==> src/rtl/intc_pkg.sv <==
package intc_pkg;

  typedef enum logic [1:0] {
    ST_IDLE  = 2'd0,
    ST_REQ   = 2'd1,
    ST_VWAIT = 2'd2
  } intc_state_e;

  // Priority level of device line idx in a controller with n lines.
  function automatic int unsigned line_level(input int unsigned idx,
                                             input int unsigned n);
    return n - idx;
  endfunction

  // Level reserved for the non-maskable source.
  function automatic int unsigned nmi_level(input int unsigned n);
    return n + 1;
  endfunction

endpackage

==> src/rtl/intc_arbiter.sv <==
module intc_arbiter
  import intc_pkg::*;
#(
  parameter int N_SRC  = 4,
  parameter int PRIO_W = 3,
  parameter int IDX_W  = 2
) (
  input  logic [N_SRC-1:0]  req,
  input  logic              nmi_pend,
  output logic              any,
  output logic              is_nmi,
  output logic [PRIO_W-1:0] win_lvl,
  output logic [IDX_W-1:0]  win_idx
);

  always_comb begin
    any     = 1'b0;
    is_nmi  = 1'b0;
    win_lvl = '0;
    win_idx = '0;
    // scan from the least urgent line so the lowest index overwrites last
    for (int i = N_SRC - 1; i >= 0; i--) begin
      if (req[i]) begin
        any     = 1'b1;
        win_idx = IDX_W'(i);
        win_lvl = PRIO_W'(line_level(int'(i), N_SRC));
      end
    end
    if (nmi_pend) begin
      any     = 1'b1;
      is_nmi  = 1'b1;
      win_idx = '0;
      win_lvl = PRIO_W'(nmi_level(N_SRC));
    end
  end

endmodule

==> src/rtl/intc_prio_stack.sv <==
module intc_prio_stack #(
  parameter int DEPTH = 6,
  parameter int W     = 3
) (
  input  logic         clk,
  input  logic         rst_n,
  input  logic         push,
  input  logic         pop,
  input  logic [W-1:0] din,
  output logic [W-1:0] top,
  output logic         full
);

  localparam int SP_W = $clog2(DEPTH + 1);
  localparam int IX_W = (DEPTH > 1) ? $clog2(DEPTH) : 1;

  logic [W-1:0]    mem [DEPTH];
  logic [SP_W-1:0] sp;
  logic            empty;
  logic            pop_evt;

  assign empty   = (sp == '0);
  assign full    = (sp == SP_W'(DEPTH));
  assign pop_evt = pop && !empty;
  assign top     = empty ? '0 : mem[IX_W'(sp - 1'b1)];

  always_ff @(posedge clk) begin
    if (!rst_n) begin
      sp <= '0;
      for (int i = 0; i < DEPTH; i++) mem[i] <= '0;
    end else if (push && pop_evt) begin
      mem[IX_W'(sp - 1'b1)] <= din;
    end else if (push && !full) begin
      mem[IX_W'(sp)] <= din;
      sp             <= sp + 1'b1;
    end else if (pop_evt) begin
      sp <= sp - 1'b1;
    end
  end


  no_overflow_chk: assert property (@(posedge clk) disable iff (!rst_n)
    push |-> (!full || pop_evt));

endmodule

==> src/rtl/intc_ack_timer.sv <==
module intc_ack_timer #(
  parameter int LIMIT = 16
) (
  input  logic clk,
  input  logic rst_n,
  input  logic start,
  input  logic run,
  output logic expired
);

  localparam int CW = $clog2(LIMIT + 1);

  logic [CW-1:0] cnt;

  assign expired = run && (cnt == CW'(LIMIT - 1));

  always_ff @(posedge clk) begin
    if (!rst_n)                cnt <= '0;
    else if (start)            cnt <= '0;
    else if (run && !expired)  cnt <= cnt + 1'b1;
  end


  cnt_bound_chk: assert property (@(posedge clk) disable iff (!rst_n)
    cnt < CW'(LIMIT));

endmodule

==> src/rtl/prio_vec_intc.sv <==
module prio_vec_intc
  import intc_pkg::*;
#(
  parameter int          N_SRC   = 4,
  parameter int          VEC_W   = 8,
  parameter int          TIMEOUT = 16,
  parameter logic [7:0]  NMI_VEC = 8'hFE
) (
  input  logic                                clk,
  input  logic                                rst_n,
  input  logic [N_SRC-1:0]                    dev_req,
  input  logic                                nmi,
  input  logic                                cpu_ack,
  input  logic                                vec_valid,
  input  logic [VEC_W-1:0]                    vec_in,
  input  logic                                eos,
  output logic                                cpu_irq,
  output logic [N_SRC-1:0]                    dev_ack,
  output logic [VEC_W-1:0]                    vec_out,
  output logic                                vec_stb,
  output logic                                bus_err,
  output logic [$clog2(N_SRC+2)-1:0]          cur_prio
);

  localparam int PRIO_W = $clog2(N_SRC + 2);
  localparam int IDX_W  = (N_SRC > 1) ? $clog2(N_SRC) : 1;
  localparam int DEPTH  = N_SRC + 2;

  intc_state_e       state;
  logic              nmi_q, nmi_pend, nmi_rise;
  logic              any, is_nmi, full;
  logic [PRIO_W-1:0] win_lvl, sel_lvl;
  logic [IDX_W-1:0]  win_idx, sel_idx;
  logic              sel_nmi;
  logic              accept_evt, push_evt, expired;

  intc_arbiter #(.N_SRC(N_SRC), .PRIO_W(PRIO_W), .IDX_W(IDX_W)) u_arb (
    .req(dev_req), .nmi_pend(nmi_pend), .any(any), .is_nmi(is_nmi),
    .win_lvl(win_lvl), .win_idx(win_idx)
  );

  intc_prio_stack #(.DEPTH(DEPTH), .W(PRIO_W)) u_stk (
    .clk(clk), .rst_n(rst_n), .push(push_evt), .pop(eos), .din(sel_lvl),
    .top(cur_prio), .full(full)
  );

  intc_ack_timer #(.LIMIT(TIMEOUT)) u_tmr (
    .clk(clk), .rst_n(rst_n), .start(state == ST_REQ),
    .run(state == ST_VWAIT), .expired(expired)
  );

  assign nmi_rise   = nmi && !nmi_q;
  assign accept_evt = (state == ST_IDLE) && any && !full &&
                      (is_nmi || (win_lvl > cur_prio));
  assign push_evt   = ((state == ST_REQ) && cpu_ack && sel_nmi) ||
                      ((state == ST_VWAIT) && vec_valid);
  assign cpu_irq    = (state == ST_REQ);
  assign dev_ack    = (state == ST_VWAIT) ? (N_SRC'(1) << sel_idx) : '0;

  always_ff @(posedge clk) begin
    if (!rst_n) begin
      nmi_q    <= 1'b0;
      nmi_pend <= 1'b0;
    end else begin
      nmi_q    <= nmi;
      nmi_pend <= (nmi_pend && !(accept_evt && is_nmi)) || nmi_rise;
    end
  end

  always_ff @(posedge clk) begin
    if (!rst_n) begin
      state   <= ST_IDLE;
      sel_nmi <= 1'b0;
      sel_idx <= '0;
      sel_lvl <= '0;
      vec_out <= '0;
      vec_stb <= 1'b0;
      bus_err <= 1'b0;
    end else begin
      vec_stb <= 1'b0;
      bus_err <= 1'b0;
      unique case (state)
        ST_IDLE: if (accept_evt) begin
          state   <= ST_REQ;
          sel_nmi <= is_nmi;
          sel_idx <= win_idx;
          sel_lvl <= win_lvl;
        end
        ST_REQ: if (cpu_ack) begin
          if (sel_nmi) begin
            state   <= ST_IDLE;
            vec_out <= VEC_W'(NMI_VEC);
            vec_stb <= 1'b1;
          end else begin
            state <= ST_VWAIT;
          end
        end
        ST_VWAIT: begin
          if (vec_valid) begin
            state   <= ST_IDLE;
            vec_out <= vec_in;
            vec_stb <= 1'b1;
          end else if (expired) begin
            state   <= ST_IDLE;
            bus_err <= 1'b1;
          end
        end
        default: state <= ST_IDLE;
      endcase
    end
  end


  ack_onehot_chk: assert property (@(posedge clk) disable iff (!rst_n)
    $onehot0(dev_ack));

  irq_ack_excl_chk: assert property (@(posedge clk) disable iff (!rst_n)
    !(cpu_irq && (|dev_ack)));

  irq_drop_chk: assert property (@(posedge clk) disable iff (!rst_n)
    (cpu_irq && cpu_ack) |=> !cpu_irq);

  err_after_wait_chk: assert property (@(posedge clk) disable iff (!rst_n)
    $rose(bus_err) |-> $past(|dev_ack));

  err_stb_excl_chk: assert property (@(posedge clk) disable iff (!rst_n)
    !(bus_err && vec_stb));

  push_raises_chk: assert property (@(posedge clk) disable iff (!rst_n)
    (push_evt && !eos) |=> (cur_prio >= $past(cur_prio)) && (cur_prio != '0));

endmodule

==> config.mk <==
export PLATFORM = sky130hd
export DESIGN_NAME = prio_vec_intc
export DESIGN_NICKNAME = d
export VERILOG_FILES = /design/src/rtl/intc_pkg.sv /design/src/rtl/intc_arbiter.sv /design/src/rtl/intc_prio_stack.sv /design/src/rtl/intc_ack_timer.sv /design/src/rtl/prio_vec_intc.sv
export SDC_FILE = /design/constraint.sdc
export NUM_CORES = 1
export LEC_CHECK = 0
export ABC_AREA = 1
export CAP_MARGIN = 20
export CORE_MARGIN = 2
export CORE_UTILIZATION = 35
export DETAILED_ROUTE_END_ITERATION = 16
export DONT_BUFFER_PORTS = 1
export SYNTH_ARGS = -nofsm -noshare
export SYNTH_HDL_FRONTEND = slang
export SYNTH_SLANG_ARGS = --single-unit
==> constraint.sdc <==
create_clock -name clk -period 3.3 [get_ports clk]
set_input_delay 0.165 -clock clk [delete_from_list [all_inputs] [get_ports clk]]
set_output_delay 0.165 -clock clk [all_outputs]
set_load 0.1 [all_outputs]
== Yosys cells after proc, flatten, opt, wreduce, memory -nomap -nowiden ==
Memory sizes are Yosys's and may differ from the RTL's.
Cells that the tools add are included.
Widths: inputs -> output; s select.

* $add $sub $neg: 3
* Order comparisons: 1
* Equality and inequality tests: 9
* Shifts and indexed selects: 1
* Muxes and demuxes: 49
* Bitwise gates (word level): 3
* Reduce and logical (&&, ||, !) cells: 34

{| class="wikitable"
|+ Operators by type and width
! operator !! count
|-
| $mux 3 || 9
|-
| $mux 2 || 12
|-
| $mux 8 || 3
|-
| $mux 1 || 21
|-
| $pmux 8 s2 || 1
|-
| $logic_and 1x1->1 || 14
|-
| $reduce_or 3->1 || 3
|-
| $ne 2x2->1 const B || 3
|-
| $pmux 2 s3 || 1
|-
| $add 5x1->5 const B || 1
|-
| $eq 5x4->1 const B || 1
|-
| $logic_not 1->1 || 5
|-
| $mux 4 || 1
|-
| $reduce_and 2->1 || 2
|-
| $reduce_and 4->1 || 1
|-
| $reduce_bool 2->1 || 2
|-
| $shl 1x2->4 const A || 1
|-
| $add 3x1->3 const B || 1
|-
| $eq 3x3->1 const B || 1
|-
| $gt 3x3->1 || 1
|-
| $logic_not 3->1 || 1
|-
| $logic_or 1x1->1 || 3
|-
| $ne 3x3->1 const B || 1
|-
| $not 1->1 || 3
|-
| 8 further kinds || 8
|}

* Bits in registers: 28
* Memory bits (writable): 18
* Bits of input ports: 18
* Output and inout bits: 18
* Logic and storage cells: 112
* Memories: 1

{| class="wikitable"
|+ Memory list
! name !! depth !! bits a word !! read ports !! clocked after memory_dff !! wr ports !! line !! text
|-
| u_stk.mem || 6 || 3 || 1 || 0 || 6 || intc_prio_stack.sv:17 || <nowiki>logic [W-1:0] mem [DEPTH];</nowiki>
|}

== Longest topological paths before layout ==
Gate-level depths: netlist of the first run.

* Word-level depth: 12
* Depth in mapped cells: 19
* Depth with buffers taken out: 18

== Modules after synthesis ==
A second synthesis of the first run with hierarchy kept.

* Cells, all modules: 343
* Area total of the unflattened synthesis: 2820.2 um2

{| class="wikitable"
|+ By module, submodules not included
! module !! times used !! cells each !! area an instance (um2) !! seq. area each (um2)
|-
| intc_prio_stack || 1 || 165 || 1519.0 || 780.7
|-
| prio_vec_intc || 1 || 124 || 930.9 || 400.4
|-
| intc_ack_timer || 1 || 38 || 294.0 || 100.1
|-
| intc_arbiter || 1 || 16 || 76.3 || 0.0
|}

== Worst setup path before layout of the first run ==
Ideal clock, no wire load.

* Kind: flip-flop to flip-flop
* Start point: reg u_stk.sp[0]
* End point: reg sel_lvl[0]
* Library setup time: 0.070 ns
* Arrival: 4.009 ns
* Data required time: 3.230 ns
* Path slack: -0.779 ns
* Stages on the path, launching flop included: 13
* Path buffers: 1
* Clock period less this slack: 4.079 ns
* Path through: dfxtp_1 -> inv_1 -> buf_2 -> ha_1 -> nor2_1 -> o21ai_0 -> a31oi_1 -> ha_1 -> nand3_1 -> nand2_1 -> a21oi_1 -> o21ai_0 -> a21oi_1

* Word-level cells in the longest chain between the ends: 7
* Elaborated cells between the ends (all ways): 11
* Classes of those cells: add/sub: 1; order compare: 1; eq/ne: 1; mux: 1; reduce/logical: 6; memory: 1

{| class="wikitable"
|+ Ends and longest elaborated chain
! element !! line !! text
|-
| start: declaration || intc_prio_stack.sv:18 || <nowiki>logic [SP_W-1:0] sp;</nowiki>
|-
| start signal: assignment || intc_prio_stack.sv:35 || <nowiki>sp <= sp + 1'b1;</nowiki>
|-
| start signal: assignment || intc_prio_stack.sv:37 || <nowiki>sp <= sp - 1'b1;</nowiki>
|-
| $sub 3x1->3 || intc_prio_stack.sv:25 || <nowiki>assign top = empty ? '0 : mem[IX_W'(sp - 1'b1)];</nowiki>
|-
| $mem_v2 6x3 || - ||
|-
| $mux 3 (*) || intc_prio_stack.sv:25 ||
|-
| net cur_prio[0] || prio_vec_intc.sv:22 || <nowiki>output logic [$clog2(N_SRC+2)-1:0] cur_prio</nowiki>
|-
| $gt 3x3->1 (*) || prio_vec_intc.sv:54 || <nowiki>(is_nmi || (win_lvl > cur_prio));</nowiki>
|-
| $logic_or 1x1->1 (*) || prio_vec_intc.sv:54 ||
|-
| $logic_and 1x1->1 (*) || prio_vec_intc.sv:53 || <nowiki>assign accept_evt = (state == ST_IDLE) && any && !full &&</nowiki>
|-
| $reduce_and 2->1 (no source line) (*) || - ||
|-
| end signal: assignment || prio_vec_intc.sv:87 || <nowiki>sel_lvl <= win_lvl;</nowiki>
|-
| end: declaration || prio_vec_intc.sv:32 || <nowiki>logic [PRIO_W-1:0] win_lvl, sel_lvl;</nowiki>
|}

Mark *: on every way through the listed nets, which the timed path passes. The rest lies on a longest branch.
A chain may end at the register's enable or synchronous reset.

== Final worst setup path of the first run ==
* Start point: reg u_stk.sp[1]
* End point: reg sel_idx[1]

* Word-level cells in the longest chain between the ends: 7
* Elaborated cells between the ends (all ways): 11
* Classes of those cells: add/sub: 1; order compare: 1; eq/ne: 1; mux: 1; reduce/logical: 6; memory: 1

{| class="wikitable"
|+ Ends and longest elaborated chain
! element !! line !! text
|-
| $sub 3x1->3 || intc_prio_stack.sv:25 ||
|-
| $mem_v2 6x3 || - ||
|-
| $mux 3 || intc_prio_stack.sv:25 ||
|-
| $gt 3x3->1 || prio_vec_intc.sv:54 ||
|-
| $logic_or 1x1->1 || prio_vec_intc.sv:54 ||
|-
| $logic_and 1x1->1 (*) || prio_vec_intc.sv:53 ||
|-
| $reduce_and 2->1 (no source line) (*) || - ||
|-
| end signal: assignment || prio_vec_intc.sv:86 || <nowiki>sel_idx <= win_idx;</nowiki>
|-
| end: declaration || prio_vec_intc.sv:33 || <nowiki>logic [IDX_W-1:0] win_idx, sel_idx;</nowiki>
|}

Every way passes the cells marked *; elsewhere a longest branch is shown, timed or not.

==> impl_metrics.ini, run 1 <==
[run_status]
status = finished clean

[critical_path]
cp.arrival_ns = 3.02
reg2reg_depth = 14
end_kind = flop
worst-path-max-fanout = 8
start_kind = flop
critPathKind = flop to flop
cp_data_required_time_ns = 3.54

[clock_network]
ctsHtreeMaxLevel = 2
numClockSinks = 52
cts_tree = built
clockRootBuffer = clkbuf_8
cts_buffers = 5
clkTransAtPathRegs_ns = 0.10
hold_buffers = 4
post_cts_buffers = 0
clockBufferDepth = 2
cts.repair.resized = 0
insertion_delay_ns = 0.31

[sta]
hold_viol = 0
fin_ws_ns = 0.511
clock.fmax_mhz = 359
finalCritPeriodShare = 0.845
worst_pin_slew_ns = 0.967
relSlewSlack = 0.354
finalSetupViolCount = 0
finalClockSkew_ns = 0.00806
slew_viol_final = 0
min_period_ns = 2.79
hold_slack_ns = 0.00443
final.setup.tns_ns = 0
rsz0062_at_grt = false

[placement]
place_congestion = 0.891
dp.cells = 422
dp_hpwl_mm = 4.40
place_area_mm2 = 0.00295
dp_slack_ns = 0.539
io_buffers = 0

[die]
ioPinCount = 36
dieArea_mm2 = 0.00835
row_count = 31
die_w_um = 91.4
die_h_um = 91.4
initial_core_util = 0.365
core_area_mm2 = 0.00733

[layout]
seqCellArea_mm2 = 0.00128
stdcell_area_mm2 = 0.00307
layout-drive-gt1-share = 0.128
fillerInstances = 723
multi_input_area_mm2 = 0.00125
nets = 364
final_common_cell = nor2_1
fin_util = 0.419
n_antenna_cell = 0
layout_common_cells = nor2_1 (64), nand2_1 (37), inv_1 (35), o21ai_0 (34), dfxtp_1 (28)
synthToLayoutAreaGrowth_pct = 14.9
finalNonFillerCells = 434

[yosys]
syn-num-nets = 349
syn-cell-area_mm2 = 0.00267
netlist_instances = 319
ys_types = 33
yosysSeqAreaShare = 0.479
ys_seq_elements = 52
synth_warnings = 0
synthArstFlopShare = 0
syn_area_per_cell_um2 = 8.38
synth_edf_count = 24
ys.flop_type = dfxtp_1

[grt]
grtUsageTotal = 0.155
grt_pass1_wl_mm = 10.5
grt_max_degree = 19
antenna_found_initial = 0
gr-total-overflow = 0
grt_pass1_vias = 2263

[routing]
drt-total-wl_mm = 5.98
dr.pass1.iters = 4
met2_length_mm = 2.85
postRouteAntennaNets = 0
routedWlPerCell_um = 13.8
drc = 0
dr_wl_met3_um = 277
top_layer_used = met4
drtIter0Drc = 107
met1_length_mm = 2.64
avgViaCountPerCell = 5.00
vias = 2170

[worst_hold_path]
min_path_type = input port to flop
hold_depth = 2

[job]
maxCapViolations = 0

[pwr]
power_density_mw_per_mm2 = 1010
ir_drop_mv = 1.38
fin_total_pwr_mw = 3.09
power.leakage_nw = 1.25
cell usage after synthesis (all sizes together) (3+ instances only):
cell | instances | area share
xor2 | 3 | 0.0098
nor3 | 18 | 0.034
buf | 3 | 0.0080
edfxtp | 24 | 0.27
a21oi | 11 | 0.021
ha | 12 | 0.056
clkbuf | 4 | 0.0056
o22ai | 4 | 0.0094
dfxtp | 28 | 0.21
nand2 | 44 | 0.070
nand3 | 17 | 0.039
o21ai | 37 | 0.078
nor2 | 65 | 0.092
inv | 37 | 0.053
worst max-delay path: stages (launching register included):
cell,delay (ns)
dfxtp_1,0.39
inv_1,0.12
ha_1,0.40
inv_1,0.23
o21ai_0,0.14
o221ai_1,0.17
o211ai_1,0.16
ha_1,0.36
a21oi_1,0.16
nand2_1,0.06
nand2_1,0.07
nand2_1,0.07
nand2_1,0.15
o21ai_0,0.12
a21oi_1,0.12
path summary, 6_finish.rpt:
path                             end                      from  slack, ns
min          vec_out[4]$_SDFFE_PN0P_                 vec_in[4]      0.004
max          sel_idx[1]$_SDFFE_PN0P_  u_stk.sp[1]$_SDFFE_PN0P_       0.51
max reg2reg  sel_idx[1]$_SDFFE_PN0P_  u_stk.sp[1]$_SDFFE_PN0P_       0.51
min reg2reg      nmi_pend$_SDFF_PN0_          nmi_q$_SDFF_PN0_       0.44
kinds of logic (layout without fill, tap and decap cells):
kind of cell / count (synthesis) / count (layout) / share of synthesized area
compound gates: 60 / 60 / 0.136
xor+xnor: 4 / 4 / 0.0131
fa+ha+maj: 12 / 12 / 0.0562
buf+inv: 44 / 60 / 0.0665
flops: 52 / 52 / 0.479
simple gates: 147 / 147 / 0.249
cell type report:
type / count / area share
Multi-Input combinational cell: 223 / 0.407
Clock buffer: 6 / 0.0236
Sequential cell: 52 / 0.417
Tap cell: 99 / 0.0403
Inverter: 37 / 0.0460
Clock inverter: 2 / 0.00367
Timing Repair Buffer: 15 / 0.0627
state kept, by name, summed over array words and instances (netlist names):
name	cells
u_tmr.cnt	5
u_stk.mem	24
sel_idx	2
sel_lvl	3
u_stk.sp	3
vec_out	8
nmi_q	1
nmi_pend	1
sel_nmi	1
state	2
bus_err	1
vec_stb	1
layer usage:
metal  track usage  vias to the layer above
met5             0                        -
met4        0.0745                        0
met3        0.0357                       18
met2         0.249                       56
met1         0.195                     1004
li1              -                     1092
report_power, final:
| part | leakage (nW) | switching [mW] | internal, mW | total (mW) |
|---|---|---|---|---|
| Clock | 0.0455 | 0.213 | 0.150 | 0.363 |
| Sequential | 0.470 | 0.241 | 0.784 | 1.02 |
| Combinational | 0.730 | 1.23 | 0.477 | 1.70 |
| Total | 1.25 | 1.68 | 1.41 | 3.09 |
(Power assumes the default switching activity.)
==> inputs of run 2 (changes only) <==
clock period = 2.3 ns   (was 3.3 ns; I/O delays follow)
==> run 2 against run 1 <==
Clock skew increased by 0.0012 ns. Sequential share of layout area shrank 4.3 points. Largest cell class is now multi-input combinational cells. Via count increased by 4.2%. The flow now finishes with violations (negative hold slack). Critical path type unchanged. Final area grew 12%.
==> impl_metrics.ini, run 2 (synthesized netlist as in run 1, its figures left out) <==
[run_status]
status = finished, violations left
violations = negative hold slack

[pwr]
power.leakage_nw = 1.42
ir_drop_mv = 0.597
power_density_mw_per_mm2 = 1550
fin_total_pwr_mw = 5.32

[layout]
finalNonFillerCells = 463
multi_input_area_mm2 = 0.00135
layout_common_cells = nor2_1 (64), nand2_1 (32), inv_1 (31), buf_4 (30), dfxtp_1 (26)
synthToLayoutAreaGrowth_pct = 28.6
final_common_cell = nor2_1
top_regs = u_stk.mem x24, vec_out x8, u_tmr.cnt x5
fin_util = 0.469
n_antenna_cell = 0
layout-drive-gt1-share = 0.250
seqCellArea_mm2 = 0.00129
stdcell_area_mm2 = 0.00344
fillerInstances = 698
regMostFlops = u_stk.mem
largest_register_ffs = 24
nets = 393

[grt]
antenna_found_initial = 0
grt_pass1_wl_mm = 10.1
grt_pass1_vias = 2154
gr-total-overflow = 0
grt_max_degree = 29
grtUsageTotal = 0.151

[sta]
min_period_ns = 2.23
hold_viol = 14
clock.fmax_mhz = 448
finalSetupViolCount = 0
relSlewSlack = 0.379
rsz0062_at_grt = true
finalClockSkew_ns = 0.00923
slew_viol_final = 0
hold_slack_ns = -0.0655
finalCritPeriodShare = 0.971
worst_pin_slew_ns = 0.930
final.setup.tns_ns = 0

[placement]
place_area_mm2 = 0.00310
io_buffers = 0
place_congestion = 0.925
dp.cells = 438
dp_hpwl_mm = 4.42

[clock_network]
numClockSinks = 52
cts_tree = built
clkTransAtPathRegs_ns = 0.09
cts_buffers = 5
ctsHtreeMaxLevel = 2
clockRootBuffer = clkbuf_8
clockBufferDepth = 2
insertion_delay_ns = 0.31

[routing]
postRouteAntennaNets = 0
drtIter0Drc = 178
avgViaCountPerCell = 4.89
drc = 0
drt-total-wl_mm = 6.07
dr.pass1.iters = 4
routedWlPerCell_um = 13.1
vias = 2262

[critical_path]
ff2ff_setup_slack_ns = 0.07
critPathKind = flop to flop
cp_slowest_cell = dfxtp_4
worst-path-max-fanout = 8
critPathBufInv = 2
rr_startpoint = u_stk.sp[0]$_SDFFE_PN0P_
reg2reg_to = state[1]$_SDFFE_PN0P_
setup.worst_path.start = u_stk.sp[0]$_SDFFE_PN0P_
endpoint = state[1]$_SDFFE_PN0P_
cp_data_required_time_ns = 2.51
start_kind = flop
end_kind = flop
cp.arrival_ns = 2.45
cpPeakStageDelay_ns = 0.36
reg2reg_depth = 15
cp_cell_sequence = inv_4 > ha_4 > inv_4 > o21ai_2 > o221ai_1 > o211ai_1 > ha_1 > a21oi_2 > nand2_1 > nand2_2 > nand2_4 > nand3_2 > nand2_2 > nor2_1 > nor2_1
crit_family = adder cells
worst-path-stages = 15

[die]
dieArea_mm2 = 0.00835
ioPinCount = 36
core_area_mm2 = 0.00733
die_h_um = 91.4
die_w_um = 91.4
row_count = 31
initial_core_util = 0.365

[job]
maxCapViolations = 0

[worst_hold_path]
min_path_type = input port to flop
==> run 2: worst min-delay path by stage <==
| stage | from | to | slack, ns | cells past startpoint |
|---|---|---|---|---|
| after floorplan | nmi | nmi_q$_SDFF_PN0_ | 0.23 | 2 |
| after global placement | rst_n | state[1]$_SDFFE_PN0P_ | 0.25 | 2 |
| after detailed placement | nmi | nmi_q$_SDFF_PN0_ | 0.24 | 2 |
| after CTS | rst_n | state[1]$_SDFFE_PN0P_ | -0.08 | 2 |
| after global routing | rst_n | sel_idx[0]$_SDFFE_PN0P_ | -0.09 | 2 |
| final | rst_n | sel_idx[1]$_SDFFE_PN0P_ | -0.07 | 2 |
==> run 2: metal layers <==
metal / global-route usage / wire length, µm / up-vias
li1: - / - / 1152
met1: 0.199 / 2750 / 1058
met2: 0.241 / 2980 / 45
met3: 0.0266 / 212 / 7
met4: 0.0657 / 125 / 0
met5: 0 / 0 / -
==> run 2: timing repair <==
| item | 4_1_cts | 5_1_grt |
|---|---|---|
| hold buffers | 7 | 2 |
| pin swaps | 2 | 13 |
| hold endpoints to repair | 20 | 14 |
| buffers inserted | 1 | 7 |
| gates resized for setup | 3 | 22 |
| endpoints found under the setup margin | 7 | 10 |
==> run 2: area by class of cell <==
| class | count | share of cell area |
|---|---|---|
| Tap cell | 99 | 0.0361 |
| Multi-Input combinational cell | 223 | 0.393 |
| Inverter | 37 | 0.0426 |
| Clock buffer | 7 | 0.0284 |
| Sequential cell | 52 | 0.374 |
| Timing Repair Buffer | 44 | 0.124 |
| Clock inverter | 1 | 0.00146 |
==> run 2: report_power, final <==
part	switching, mW	total, mW	internal (mW)
clock network	0.293	0.573	0.280
registers	0.0929	1.23	1.13
logic	2.29	3.52	1.23
total	2.67	5.32	2.65
==> run 2: per-stage QoR <==
| stage | worst slack (ns) | hold slack (ns) |
|---|---|---|
| after detailed placement | -0.119 | 0.245 |
| after CTS | 0.0106 | -0.0840 |
| after global routing | -0.0715 | -0.0894 |
| after global placement | 0.00514 | 0.247 |
| after floorplan | -0.698 | 0.231 |
| final | 0.0660 | -0.0655 |
